--- src/rtl/qawd_pkg.sv ---
package qawd_pkg;

  // Fault codes reported in status bits [1:0]
  typedef enum logic [1:0] {
    FLT_NONE  = 2'd0,
    FLT_EARLY = 2'd1,
    FLT_LATE  = 2'd2,
    FLT_WRONG = 2'd3
  } fault_e;

  localparam int          Q_W       = 4;
  localparam int          ANS_W     = 8;
  localparam int          ERR_W     = 3;
  localparam logic [3:0]  Q_INIT    = 4'h1;
  localparam logic [7:0]  ANS_MASK  = 8'hA5;

  localparam logic [1:0]  ADDR_QUESTION = 2'd0;
  localparam logic [1:0]  ADDR_ANSWER   = 2'd1;
  localparam logic [1:0]  ADDR_STATUS   = 2'd2;

  // Answer the host must return for question q
  function automatic logic [ANS_W-1:0] expected_answer(input logic [Q_W-1:0] q);
    return {q, ~q} ^ ANS_MASK;
  endfunction

  // One step of the 4-bit maximal-length question sequence
  function automatic logic [Q_W-1:0] question_step(input logic [Q_W-1:0] q);
    return {q[2:0], q[3] ^ q[2]};
  endfunction

endpackage

--- src/rtl/qawd_window_timer.sv ---
module qawd_window_timer #(
  parameter int CNT_W = 8
) (
  input  logic             clk,
  input  logic             rst_n,
  input  logic             clr,
  input  logic [CNT_W-1:0] cfg_closed_len,
  input  logic [CNT_W-1:0] cfg_open_len,
  input  logic             ans_wr,
  output logic             phase_open,
  output logic             ev_early,
  output logic             ev_late,
  output logic             ev_answered
);

  logic [CNT_W-1:0] cnt;
  logic [CNT_W-1:0] last_closed;
  logic [CNT_W-1:0] last_open;
  logic             at_end;

  // A zero length behaves as a one-cycle phase
  assign last_closed = (cfg_closed_len == '0) ? '0 : cfg_closed_len - CNT_W'(1);
  assign last_open   = (cfg_open_len   == '0) ? '0 : cfg_open_len   - CNT_W'(1);
  assign at_end      = (cnt == (phase_open ? last_open : last_closed));

  assign ev_early    = ans_wr && !phase_open;
  assign ev_answered = ans_wr && phase_open;
  assign ev_late     = phase_open && at_end && !ans_wr;

  always_ff @(posedge clk) begin
    if (!rst_n || clr) begin
      phase_open <= 1'b0;
      cnt        <= '0;
    end else if (ev_early) begin
      cnt        <= '0;
    end else if (ev_answered || ev_late) begin
      phase_open <= 1'b0;
      cnt        <= '0;
    end else if (at_end) begin
      phase_open <= 1'b1;
      cnt        <= '0;
    end else begin
      cnt        <= cnt + CNT_W'(1);
    end
  end

  AST_EARLY_RESTARTS: assert property (@(posedge clk) disable iff (!rst_n) (ev_early && !clr) |=> (!phase_open && cnt == '0));
  AST_LATE_RESTARTS: assert property (@(posedge clk) disable iff (!rst_n) (ev_late && !clr) |=> (!phase_open && cnt == '0));
  AST_ANSWER_CLOSES: assert property (@(posedge clk) disable iff (!rst_n) (ev_answered && !clr) |=> !phase_open);
  AST_OPENS_AFTER_CLOSED: assert property (@(posedge clk) disable iff (!rst_n) (!phase_open && at_end && !ans_wr && !clr) |=> phase_open);

endmodule

--- src/rtl/qawd_question_gen.sv ---
module qawd_question_gen
  import qawd_pkg::*;
(
  input  logic           clk,
  input  logic           rst_n,
  input  logic           clr,
  input  logic           adv,
  output logic [Q_W-1:0] question
);

  always_ff @(posedge clk) begin
    if (!rst_n || clr) begin
      question <= Q_INIT;
    end else if (adv) begin
      question <= question_step(question);
    end
  end

  AST_Q_HOLD: assert property (@(posedge clk) disable iff (!rst_n) (!adv && !clr) |=> $stable(question));
  AST_Q_NONZERO: assert property (@(posedge clk) disable iff (!rst_n) question != '0);

endmodule

--- src/rtl/qawd_fault_ctrl.sv ---
module qawd_fault_ctrl
  import qawd_pkg::*;
#(
  parameter int RST_LEN = 16
) (
  input  logic             clk,
  input  logic             rst_n,
  input  logic             ev_early,
  input  logic             ev_late,
  input  logic             ev_wrong,
  input  logic             ev_good,
  input  logic [ERR_W-1:0] cfg_err_limit,
  output logic [ERR_W-1:0] err_cnt,
  output fault_e           last_fault,
  output logic             trip,
  output logic             host_rst
);

  localparam int PW = $clog2(RST_LEN + 1) + 1;

  logic [PW-1:0]    pulse_cnt;
  logic [ERR_W-1:0] cnt_inc;
  logic [ERR_W-1:0] limit_eff;
  logic             any_fault;

  assign any_fault = ev_early || ev_late || ev_wrong;
  assign cnt_inc   = (err_cnt == '1) ? err_cnt : err_cnt + ERR_W'(1);
  assign limit_eff = (cfg_err_limit == '0) ? ERR_W'(1) : cfg_err_limit;
  assign trip      = any_fault && (cnt_inc >= limit_eff);
  assign host_rst  = (pulse_cnt != '0);

  always_ff @(posedge clk) begin
    if (!rst_n) begin
      err_cnt   <= '0;
      pulse_cnt <= '0;
    end else if (trip) begin
      err_cnt   <= '0;
      pulse_cnt <= PW'(RST_LEN);
    end else if (host_rst) begin
      err_cnt   <= '0;
      pulse_cnt <= pulse_cnt - PW'(1);
    end else if (any_fault) begin
      err_cnt   <= cnt_inc;
    end else if (ev_good && err_cnt != '0) begin
      err_cnt   <= err_cnt - ERR_W'(1);
    end
  end

  // The last fault type survives the watchdog reset pulse
  always_ff @(posedge clk) begin
    if (!rst_n) begin
      last_fault <= FLT_NONE;
    end else if (ev_early) begin
      last_fault <= FLT_EARLY;
    end else if (ev_late) begin
      last_fault <= FLT_LATE;
    end else if (ev_wrong) begin
      last_fault <= FLT_WRONG;
    end
  end

  // Length of the current high stretch of host_rst, for the width check
  logic [PW-1:0] hi_len;
  always_ff @(posedge clk) begin
    if (!rst_n) begin
      hi_len <= '0;
    end else if (host_rst) begin
      hi_len <= hi_len + PW'(1);
    end else begin
      hi_len <= '0;
    end
  end

  AST_ONE_EVENT: assert property (@(posedge clk) disable iff (!rst_n) $onehot0({ev_early, ev_late, ev_wrong, ev_good}));
  AST_FAULT_INC: assert property (@(posedge clk) disable iff (!rst_n) (any_fault && !trip && !host_rst) |=> err_cnt == $past(err_cnt) + ERR_W'(1));
  AST_GOOD_DEC: assert property (@(posedge clk) disable iff (!rst_n) (ev_good && err_cnt != '0 && !host_rst) |=> err_cnt == $past(err_cnt) - ERR_W'(1));
  AST_GOOD_FLOOR: assert property (@(posedge clk) disable iff (!rst_n) (ev_good && err_cnt == '0 && !host_rst) |=> err_cnt == '0);
  AST_TRIP_PULSE: assert property (@(posedge clk) disable iff (!rst_n) trip |=> host_rst);
  AST_RST_MAX: assert property (@(posedge clk) disable iff (!rst_n) hi_len <= PW'(RST_LEN));
  AST_RST_WIDTH: assert property (@(posedge clk) disable iff (!rst_n) $fell(host_rst) |-> hi_len == PW'(RST_LEN));
  AST_QUIET_IN_RST: assert property (@(posedge clk) disable iff (!rst_n) host_rst |-> !(any_fault || ev_good));

endmodule

--- src/rtl/qawd_top.sv ---
module qawd_top
  import qawd_pkg::*;
#(
  parameter int CNT_W   = 8,
  parameter int RST_LEN = 16
) (
  input  logic             clk,
  input  logic             rst_n,
  input  logic [CNT_W-1:0] cfg_closed_len,
  input  logic [CNT_W-1:0] cfg_open_len,
  input  logic [2:0]       cfg_err_limit,
  input  logic             wr_en,
  input  logic [1:0]       wr_addr,
  input  logic [7:0]       wr_data,
  input  logic [1:0]       rd_addr,
  output logic [7:0]       rd_data,
  output logic             host_rst
);

  // Named internal events, kept visible for the assertions
  logic             ans_wr;
  logic             phase_open;
  logic             ev_early;
  logic             ev_late;
  logic             ev_answered;
  logic             ev_good;
  logic             ev_wrong;
  logic             trip;
  logic             hold;
  logic [Q_W-1:0]   question;
  logic [ERR_W-1:0] err_cnt;
  fault_e           last_fault;

  assign ans_wr   = wr_en && (wr_addr == ADDR_ANSWER) && !host_rst;
  assign ev_good  = ev_answered && (wr_data == expected_answer(question));
  assign ev_wrong = ev_answered && !ev_good;
  assign hold     = trip || host_rst;

  qawd_window_timer #(.CNT_W(CNT_W)) u_timer (
    .clk            (clk),
    .rst_n          (rst_n),
    .clr            (hold),
    .cfg_closed_len (cfg_closed_len),
    .cfg_open_len   (cfg_open_len),
    .ans_wr         (ans_wr),
    .phase_open     (phase_open),
    .ev_early       (ev_early),
    .ev_late        (ev_late),
    .ev_answered    (ev_answered)
  );

  qawd_question_gen u_qgen (
    .clk      (clk),
    .rst_n    (rst_n),
    .clr      (hold),
    .adv      (ev_good),
    .question (question)
  );

  qawd_fault_ctrl #(.RST_LEN(RST_LEN)) u_fault (
    .clk           (clk),
    .rst_n         (rst_n),
    .ev_early      (ev_early),
    .ev_late       (ev_late),
    .ev_wrong      (ev_wrong),
    .ev_good       (ev_good),
    .cfg_err_limit (cfg_err_limit),
    .err_cnt       (err_cnt),
    .last_fault    (last_fault),
    .trip          (trip),
    .host_rst      (host_rst)
  );

  always_comb begin
    case (rd_addr)
      ADDR_QUESTION: rd_data = {4'h0, question};
      ADDR_STATUS:   rd_data = {2'b00, phase_open, err_cnt, last_fault};
      default:       rd_data = 8'h00;
    endcase
  end

  AST_GOOD_ADVANCES: assert property (@(posedge clk) disable iff (!rst_n) (ev_good && !hold) |=> question == question_step($past(question)));
  AST_EARLY_KEEPS_Q: assert property (@(posedge clk) disable iff (!rst_n) (ev_early && !hold) |=> $stable(question));
  AST_RST_BLOCKS_WR: assert property (@(posedge clk) disable iff (!rst_n) host_rst |-> !ans_wr);
  AST_POST_PULSE: assert property (@(posedge clk) disable iff (!rst_n) $fell(host_rst) |-> (question == Q_INIT && err_cnt == '0 && !phase_open));

endmodule

--- config.mk ---
export PLATFORM = sky130hd
export DESIGN_NAME = qawd_top
export DESIGN_NICKNAME = d
export VERILOG_FILES = /design/src/rtl/qawd_pkg.sv /design/src/rtl/qawd_window_timer.sv /design/src/rtl/qawd_question_gen.sv /design/src/rtl/qawd_fault_ctrl.sv /design/src/rtl/qawd_top.sv
export SDC_FILE = /design/constraint.sdc
export NUM_CORES = 1
export LEC_CHECK = 0
export ABC_AREA = 1
export CELL_PAD_IN_SITES_DETAIL_PLACEMENT = 0
export CELL_PAD_IN_SITES_GLOBAL_PLACEMENT = 2
export CORE_MARGIN = 10
export CORE_UTILIZATION = 29
export DETAILED_ROUTE_END_ITERATION = 12
export HOLD_SLACK_MARGIN = 0.02
export PLACE_DENSITY_LB_ADDON = 0.1
export SYNTH_ARGS = -nofsm -noshare
export SYNTH_HDL_FRONTEND = slang
export SYNTH_HIERARCHICAL = 1
export SYNTH_SLANG_ARGS = --single-unit
--- constraint.sdc ---
create_clock -name clk -period 5.87 [get_ports clk]
set_input_delay 0.587 -clock clk [delete_from_list [all_inputs] [get_ports clk]]
set_output_delay 0.587 -clock clk [all_outputs]
set_load 0.05 [all_outputs]
### Yosys cells after proc, flatten, opt, wreduce, memory -nomap -nowiden

Cells that the tools add are included.
Widths: inputs -> output; s select.

* register bits after elaboration: 24

* add/sub/neg operators: 6
* order comparisons: 1
* equality and inequality tests: 5
* mux-type cells: 15
* bitwise logic cells: 5
* reduce and logical (&&, ||, !) cells: 36

Operators with widths (number)
* $mux 8: 3
* $eq 8x8->1: 2
* $logic_not 8->1: 2
* $sub 8x1->8 const B: 2
* $mux 3: 4
* $pmux 6 s2: 1
* $logic_and 1x1->1: 10
* $mux 5: 2
* $add 8x1->8 const B: 1
* $not 4->4: 2
* $reduce_bool 2->1: 4
* $reduce_bool 3->1: 2
* $reduce_bool 6->1: 1
* $sub 6x1->6 const B: 1
* $logic_not 1->1: 5
* $logic_or 1x1->1: 5
* $mux 2: 2
* $reduce_or 2->1: 2
* $reduce_or 4->1: 1
* $add 3x1->3 const B: 1
* $eq 3x3->1 const B: 1
* $ge 3x3->1: 1
* $logic_not 3->1: 1
* $mux 1: 3
* 8 further kinds: 9

### Longest topological paths before layout

Gate-level depths: netlist (run 1).

* word-level depth: 12
* depth in mapped cells: 24

### Hierarchy

Netlist (run 1), hierarchy kept.

By module, submodules not included
* qawd_window_timer: instances 1, cells each 190, area each 1051.0 um^2, sequential area each 180.2 um^2
* qawd_fault_ctrl: instances 1, cells each 115, area each 798.3 um^2, sequential area each 220.2 um^2
* qawd_top: instances 1, cells each 53, area each 257.7 um^2, sequential area each 0.0 um^2
* qawd_question_gen: instances 1, cells each 26, area each 166.4 um^2, sequential area each 80.1 um^2

### Worst setup path before layout (run 1)

OpenSTA, ideal clock, no wires.

* path type: input to register
* from: input cfg_closed_len[0]
* to: register u_timer.cnt[0]
* data arrival time: 2.607 ns
* setup slack: 3.198 ns
* stages: 23
* path buffers: 0
* cell sequence: inv_1 > ha_1 > inv_1 > nand2_1 > nand2_1 > nor2_1 > nand2_1 > nand2_1 > nand2_1 > nand2_1 > inv_1 > nand3_1 > nor2_1 > nand4_1 > nor2_1 > inv_1 > nand3_2 > nand2_4 > inv_1 > or2_2 > nor2_1 > o21ai_4 > nor2_1

* cells in the longest elaborated chain, start to end: 12
* elaborated cells on any way between the ends: 14

Ends and longest elaborated chain
* start: declaration: line qawd_top.sv:9 `input logic [CNT_W-1:0] cfg_closed_len,`
* $sub 8x1->8 / $logic_not 8->1 (equally long branches): line qawd_window_timer.sv:22 `assign last_closed = (cfg_closed_len == '0) ? '0 : cfg_closed_len - CNT_W'(1);`
* $mux 8 (*): line qawd_window_timer.sv:22
* $mux 8 (*): line qawd_window_timer.sv:24 `assign at_end = (cnt == (phase_open ? last_open : last_closed));`
* $eq 8x8->1 (*): line qawd_window_timer.sv:24
* $logic_and 1x1->1 (*) (2 in a row): line qawd_window_timer.sv:28 `assign ev_late = phase_open && at_end && !ans_wr;`
* via ev_late: line qawd_top.sv:24 `logic ev_late;`
* $logic_or 1x1->1 (*) (2 in a row): line qawd_fault_ctrl.sv:26 `assign any_fault = ev_early || ev_late || ev_wrong;`
* $logic_and 1x1->1 (*): line qawd_fault_ctrl.sv:29 `assign trip = any_fault && (cnt_inc >= limit_eff);`
* via trip: line qawd_top.sv:28 `logic trip;`
* $logic_or 1x1->1 (*): line qawd_top.sv:37 `assign hold = trip || host_rst;`
* via hold: line qawd_top.sv:29 `logic hold;`
* $logic_or 1x1->1 (*): line qawd_window_timer.sv:31 `if (!rst_n || clr) begin`
* $reduce_or 4->1 (no line) (*)
* end signal: assignment: line qawd_window_timer.sv:43 `cnt <= cnt + CNT_W'(1);`
* end: declaration: line qawd_window_timer.sv:16 `logic [CNT_W-1:0] cnt;`

Mark *: on every way through the listed nets, which the timed path passes. The rest lies on a longest branch.
A chain may end at the register's enable or synchronous reset.

### Worst setup path after layout (run 1)

* from: input cfg_closed_len[0]
* to: register u_timer.cnt[6]

The elaborated chain is that of the path after synthesis.

==> results.py, run 1 <==
metrics = {
    "clock_tree": {
        "numCtsBuffers": 3,
        "numClockSinks": 24,
        "cts_resized": 0,
        "clock_latency_ns": 0.27,
        "clk_path_buf_depth": 2,
        "cts.root.buffer_cell": "clkbuf_8",
        "clk_pin_slew_worst_paths_ns": 0.08,
        "h-tree-depth": 1,
        "tritoncts": "yes",
        "post_cts_buffers": 0,
        "ctsHoldBuffers": 0,
    },
    "synthesis": {
        "synth_top_family_by_area": "simple AND/OR/NAND/NOR gates",
        "synth-adder-area-share_pct": 7.15,
        "synthesis.area_mm2": 0.00227,
        "synthMuxAreaShare_pct": 0,
        "ys_ff_latch": 24,
        "synth_area_leaders": "dfxtp_1 21%, nand2_1 18%, inv_1 11%",
        "synthCells": 384,
        "yosys.area_share.xor_xnor_pct": 4.62,
        "yosys.area.top_type": "dfxtp_1",
        "synth_warnings": 6,
        "ys_seq_area_share_pct": 21.1,
        "synth_compound_gate_area_share_pct": 6.99,
        "synth_simple_gate_area_share_pct": 46.9,
        "synth.distinct_cells": 29,
        "syn-mean-instance-area_um2": 5.92,
        "synth_top_area_share_pct": 21.1,
    },
    "worst_setup_path": {
        "worstPathArrival_ns": 3.39,
        "startpoint_type": "input pin",
        "end_kind": "register",
        "crit_fanout": 8,
        "critical_path_required_ns": 6.07,
        "critPathKind": "input pin to register",
    },
    "timing": {
        "fin_ws_ns": 2.68,
        "hold_viol": 0,
        "fmaxAchievable_mhz": 314,
        "post-route-period-util_pct": 54.3,
        "period_minus_slack_ns": 3.19,
        "slew_headroom_pct": 65.7,
        "maxSlewViolCount": 0,
        "worst_pin_slew_ns": 0.512,
        "clock_skew_ns": 0.0109,
        "rsz0062_at_grt": "false",
        "fin_setup_tns_ns": 0,
        "setup_viol": 0,
    },
    "finish": {
        "num_antenna_cells": 0,
        "area_growth_pct": 24.8,
        "final_common_cell": "nand2_1",
        "final-instance-count-excl-fill": 528,
        "drive_gt1_share_pct": 10.8,
        "nFillCells": 876,
        "finalCoreUtilization_pct": 36.9,
        "nets": 474,
        "final_cell_mix": "110 x nand2_1, 67 x inv_1, 50 x nor2_1, 40 x clkdlybuf4s50_1, 36 x nand3_1",
    },
    "grt": {
        "antenna_found_initial": 0,
        "first_global_vias": 2136,
        "track_usage_pct": 9.87,
        "gr-total-overflow": 0,
        "grt_max_degree": 14,
        "grt_pass1_wl_mm": 9.70,
    },
    "power_and_ir_drop": {
        "power_frac_comb_pct": 48.8,
        "leakagePower_uw": 0.00136,
        "total_power_uw": 631,
        "switching_share_pct": 41.5,
        "intPower_uw": 369,
        "pwr-share-seq_pct": 33.2,
        "vdd_drop_max_uv": 122,
        "cellPowerDensity_mw_per_mm2": 223,
        "p_clk_share_pct": 18.0,
        "p_sw_uw": 262,
    },
    "drt": {
        "ant_nets": 0,
        "drtIter0Drc": 68,
        "vias_per_cell": 4.26,
        "routedWlPerCell_um": 10.8,
        "wirelength_mm": 5.70,
        "drc": 0,
        "num_vias": 2251,
        "firstDrtPassIters": 4,
    },
    "job": {
        "cap_violations": 0,
    },
    "placed_design": {
        "dp.cells": 524,
        "hpwlAfterDp_mm": 4.96,
        "io_buffers": 40,
        "dp_slack_ns": 2.35,
        "globalplace.congestion": 0.778,
    },
    "min_path": {
        "hold_class": "register to register",
    },
    "floorplan": {
        "io_pins": 43,
        "die_w_um": 109,
        "dieArea_mm2": 0.0118,
        "num_rows": 32,
        "die_h_um": 109,
        "start_util_pct": 29.6,
        "coreArea_mm2": 0.00769,
    },
    "outcome": {
        "status": "complete, no violations",
    },
}
-- final timing paths --
path / start / to / slack [ns] / cells after the start
max reg2reg: u_fault/pulse_cnt[0] / u_timer/cnt[6] / 3.16 / 13
min: u_timer/cnt[0] / u_timer/cnt[0] / 0.48 / 1
max: cfg_closed_len[0] / u_timer/cnt[6] / 2.68 / 21
min reg2reg: u_timer/cnt[0] / u_timer/cnt[0] / 0.48 / 1
-- flip-flops by register name (all words and copies together), names as in the netlist --
signal              cells
u_fault/pulse_cnt       6
u_timer/cnt             8
u_timer/phase_open      1
u_fault/last_fault      2
u_fault/err_cnt         3
u_qgen/question         4
-- through the flow --
step / instance area (um2) / hold WS [ns]
6_report: 2840 / 0.483
3_5_place_dp: 2780 / 0.468
4_1_cts: 2840 / 0.487
5_1_grt: 2840 / 0.533
3_3_place_gp: 2780 / 0.464
2_1_floorplan: 2280 / 0.430
-- per-layer routing --
layer,share of wire (%),GRT usage (%),vias up
met3,3.5,2.26,4
met4,0.70,1.69,0
met5,0,0,-
li1,-,-,1252
met1,49,12.2,969
met2,47,17.2,26
-- power by group through the flow --
stage,Combinational (uW),Clock [uW],Sequential (uW)
global route,353,125,215
detailed placement,312,0,214
global placement,314,0,214
CTS,313,118,211
finish,308,113,210
floorplan,236,0,208
-- layout make-up --
type	count	area (um2)	area share (%)
flip-flops and latches	24	480	16.9
repair buffers	40	400	14.1
multi-input cells	285	1500	52.9
clock buffers	4	55.1	1.94
inverters	73	274	9.66
well taps	102	128	4.50
-- cells in the mapped netlist --
cell type,instances
nand2_4,1
nand4_1,6
nor3_1,3
o21ai_4,1
nand3_4,1
dfxtp_1,24
a21oi_1,8
nand2_2,9
o21bai_1,4
nor2_4,3
o21ai_0,4
or2_4,1
o21ai_2,5
a21oi_2,1
inv_1,67
or2_2,2
inv_2,5
buf_4,3
xor2_1,8
nor3_2,2
nand3_1,36
nor2_1,50
nor2_2,10
nand2_1,110
xnor2_1,4
conb_1,1
nand3_2,1
clkinv_1,1
ha_1,13
-- worst max-delay path, stage by stage --
cell and delay, ns:
clkdlybuf4s50_1 0.45, inv_1 0.08, ha_1 0.20, nand2_1 0.10
nor2_2 0.05, nor2_2 0.18, nand3_1 0.16, nand2_1 0.10
nand2_1 0.05, nand2_1 0.08, nor2_2 0.06, nand4_1 0.10
nor2_1 0.05, inv_1 0.11, nand3_2 0.12, nand2_4 0.13
inv_1 0.04, or2_2 0.28, nor2_1 0.23, o21ai_4 0.14
nor2_1 0.11
-- logic make-up (layout without fill, tap and decap cells) --
| group | after synthesis | count (layout) |
|---|---|---|
| flops | 24 | 24 |
| xor+xnor | 12 | 12 |
| simple gates | 235 | 235 |
| compound gates | 23 | 23 |
| buf+inv | 76 | 117 |
| fa+ha+maj | 13 | 13 |
| other cells | 1 | 2 |
(Power assumes the default switching activity.)
==> inputs of run 2 (changes only) <==
--- a/config.mk
+++ b/config.mk
@@ -9,7 +9,7 @@
 export CELL_PAD_IN_SITES_DETAIL_PLACEMENT = 0
 export CELL_PAD_IN_SITES_GLOBAL_PLACEMENT = 2
 export CORE_MARGIN = 10
-export CORE_UTILIZATION = 29
+export CORE_UTILIZATION = 24
 export DETAILED_ROUTE_END_ITERATION = 12
 export HOLD_SLACK_MARGIN = 0.02
 export PLACE_DENSITY_LB_ADDON = 0.1
==> constraint.sdc (replaced) <==
create_clock -name clk -period 2.9 [get_ports clk]
set_input_delay 0.29 -clock clk [delete_from_list [all_inputs] [get_ports clk]]
set_output_delay 0.29 -clock clk [all_outputs]
set_load 0.05 [all_outputs]
==> run 2 against run 1 <==
Die area increased by 17%. Via count up 3.6%. Clock power is 100% higher. Highest routed layer unchanged. Setup slack worse by 2.5 ns. Cell area up 8.1%. Global-route usage down 0.93 points. Hold slack got worse by 0.0065 ns. Register-to-register slack worse by 2.8 ns.
==> results.py, run 2 (synthesized netlist as in run 1, its figures left out) <==
metrics = {
    "timing": {
        "fmaxAchievable_mhz": 372,
        "fin_setup_tns_ns": 0,
        "maxSlewViolCount": 0,
        "slew_headroom_pct": 66.1,
        "hold_viol": 0,
        "worst_pin_slew_ns": 0.506,
        "fin_ws_ns": 0.210,
        "post-route-period-util_pct": 92.8,
        "period_minus_slack_ns": 2.69,
        "clock_skew_ns": 0.00152,
        "setup_viol": 0,
    },
    "finish": {
        "finalCoreUtilization_pct": 33.2,
        "final_cell_mix": "107 x nand2_1, 67 x inv_1, 48 x nor2_1, 40 x clkdlybuf4s50_1, 36 x nand3_1",
        "nFillCells": 1051,
        "num_antenna_cells": 0,
        "final_common_cell": "nand2_1",
        "reg.largest.list": "u_timer/cnt x8, u_fault/pulse_cnt x6, u_qgen/question x4",
        "drive_gt1_share_pct": 16.6,
        "area_growth_pct": 34.9,
        "nets": 495,
        "largest_register_ff_count": 8,
        "regMostFlops": "u_timer/cnt",
    },
    "clock_tree": {
        "ctsHoldBuffers": 0,
        "post_cts_buffers": 0,
        "clk_path_buf_depth": 2,
        "cts_resized": 0,
        "numClockSinks": 24,
        "numCtsBuffers": 3,
        "clock_latency_ns": 0.26,
        "cts.root.buffer_cell": "clkbuf_8",
        "tritoncts": "yes",
        "clk_pin_slew_worst_paths_ns": 0.09,
        "h-tree-depth": 1,
    },
    "power_and_ir_drop": {
        "total_power_uw": 1340,
        "p_sw_uw": 557,
        "vdd_drop_max_uv": 450,
        "power_frac_comb_pct": 51.3,
        "intPower_uw": 787,
        "pwr-share-seq_pct": 31.6,
        "leakagePower_uw": 0.00146,
        "cellPowerDensity_mw_per_mm2": 438,
        "switching_share_pct": 41.4,
        "p_clk_share_pct": 17.2,
    },
    "floorplan": {
        "dieArea_mm2": 0.0138,
        "io_pins": 43,
        "die_w_um": 117,
        "coreArea_mm2": 0.00924,
        "start_util_pct": 24.6,
        "num_rows": 35,
        "die_h_um": 117,
    },
    "outcome": {
        "status": "complete, no violations",
    },
    "drt": {
        "num_vias": 2333,
        "vias_per_cell": 4.05,
        "highest_layer": "met4",
        "firstDrtPassIters": 4,
        "wirelength_mm": 6.07,
        "met1_length_mm": 3.22,
        "drc": 0,
        "ant_nets": 0,
        "drtIter0Drc": 83,
        "routedWlPerCell_um": 10.5,
        "route.met3.wl_um": 179,
        "met2_length_mm": 2.65,
    },
    "worst_setup_path": {
        "end_kind": "register",
        "critPathKind": "input pin to register",
        "startpoint_type": "input pin",
        "worstPathArrival_ns": 2.86,
        "critical_path_required_ns": 3.07,
        "crit_fanout": 4,
    },
    "grt": {
        "antenna_found_initial": 0,
        "grt_pass1_wl_mm": 10.6,
        "track_usage_pct": 8.94,
        "first_global_vias": 2321,
        "grt_max_degree": 14,
        "gr-total-overflow": 0,
    },
    "job": {
        "cap_violations": 0,
    },
    "min_path": {
        "hold_class": "register to register",
    },
    "placed_design": {
        "io_buffers": 40,
        "hpwlAfterDp_mm": 5.31,
        "dp_slack_ns": -0.147,
        "globalplace.congestion": 0.750,
    },
}
-- run 2: final cells by class --
class	instances	area (um2)	area share, %
flip-flops and latches	24	480	15.7
repair buffers	61	558	18.2
inverters	73	274	8.94
clock buffers	4	55.1	1.80
well taps	129	161	5.26
multi-input cells	285	1540	50.1
-- run 2: per-layer routing --
layer / global-route usage [%] / up-vias
li1: - / 1292
met1: 12.3 / 1009
met5: 0 / -
met2: 14.4 / 30
met4: 0.939 / 0
met3: 1.77 / 2
-- run 2: stage by stage --
stage / hold slack (ns) / std cells / cell area (um2)
floorplan: 0.426 / 385 / 2280
global placement: 0.465 / 572 / 2970
detailed placement: 0.462 / 572 / 2970
CTS: 0.486 / 576 / 3030
global route: 0.510 / 576 / 3070
finish: 0.476 / 576 / 3070
-- run 2: power groups by stage --
stage | registers [uW] | logic, uW | clock network, uW
floorplan | 422 | 477 | 0
global route | 433 | 790 | 256
global placement | 433 | 680 | 0
detailed placement | 432 | 679 | 0
CTS | 425 | 682 | 246
finish | 424 | 689 | 231
-- run 2: final timing paths --
path	depth (start not counted)	endpoint	startpoint	slack (ns)
setup / recovery	22	u_qgen/question[0]	cfg_closed_len[1]	0.21
setup reg to reg	18	u_qgen/question[0]	u_timer/phase_open	0.37
hold reg to reg	1	u_timer/cnt[0]	u_timer/cnt[0]	0.48
hold / removal	1	u_timer/cnt[0]	u_timer/cnt[0]	0.48
-- run 2: worst max-delay path, stage by stage --
cell             delay, ns
clkdlybuf4s50_1       0.48
inv_1                 0.09
ha_1                  0.18
nand2_1               0.10
inv_1                 0.06
nand2_2               0.09
nand4_1               0.19
nand2_1               0.12
nand2_1               0.05
nand2_1               0.10
nor2_2                0.06
nand4_1               0.10
nor2_1                0.05
inv_1                 0.07
nand3_2               0.10
nand2_4               0.09
inv_1                 0.03
or2_2                 0.30
inv_1                 0.08
nand2_2               0.08
nor2_2                0.09
nand2_1               0.05
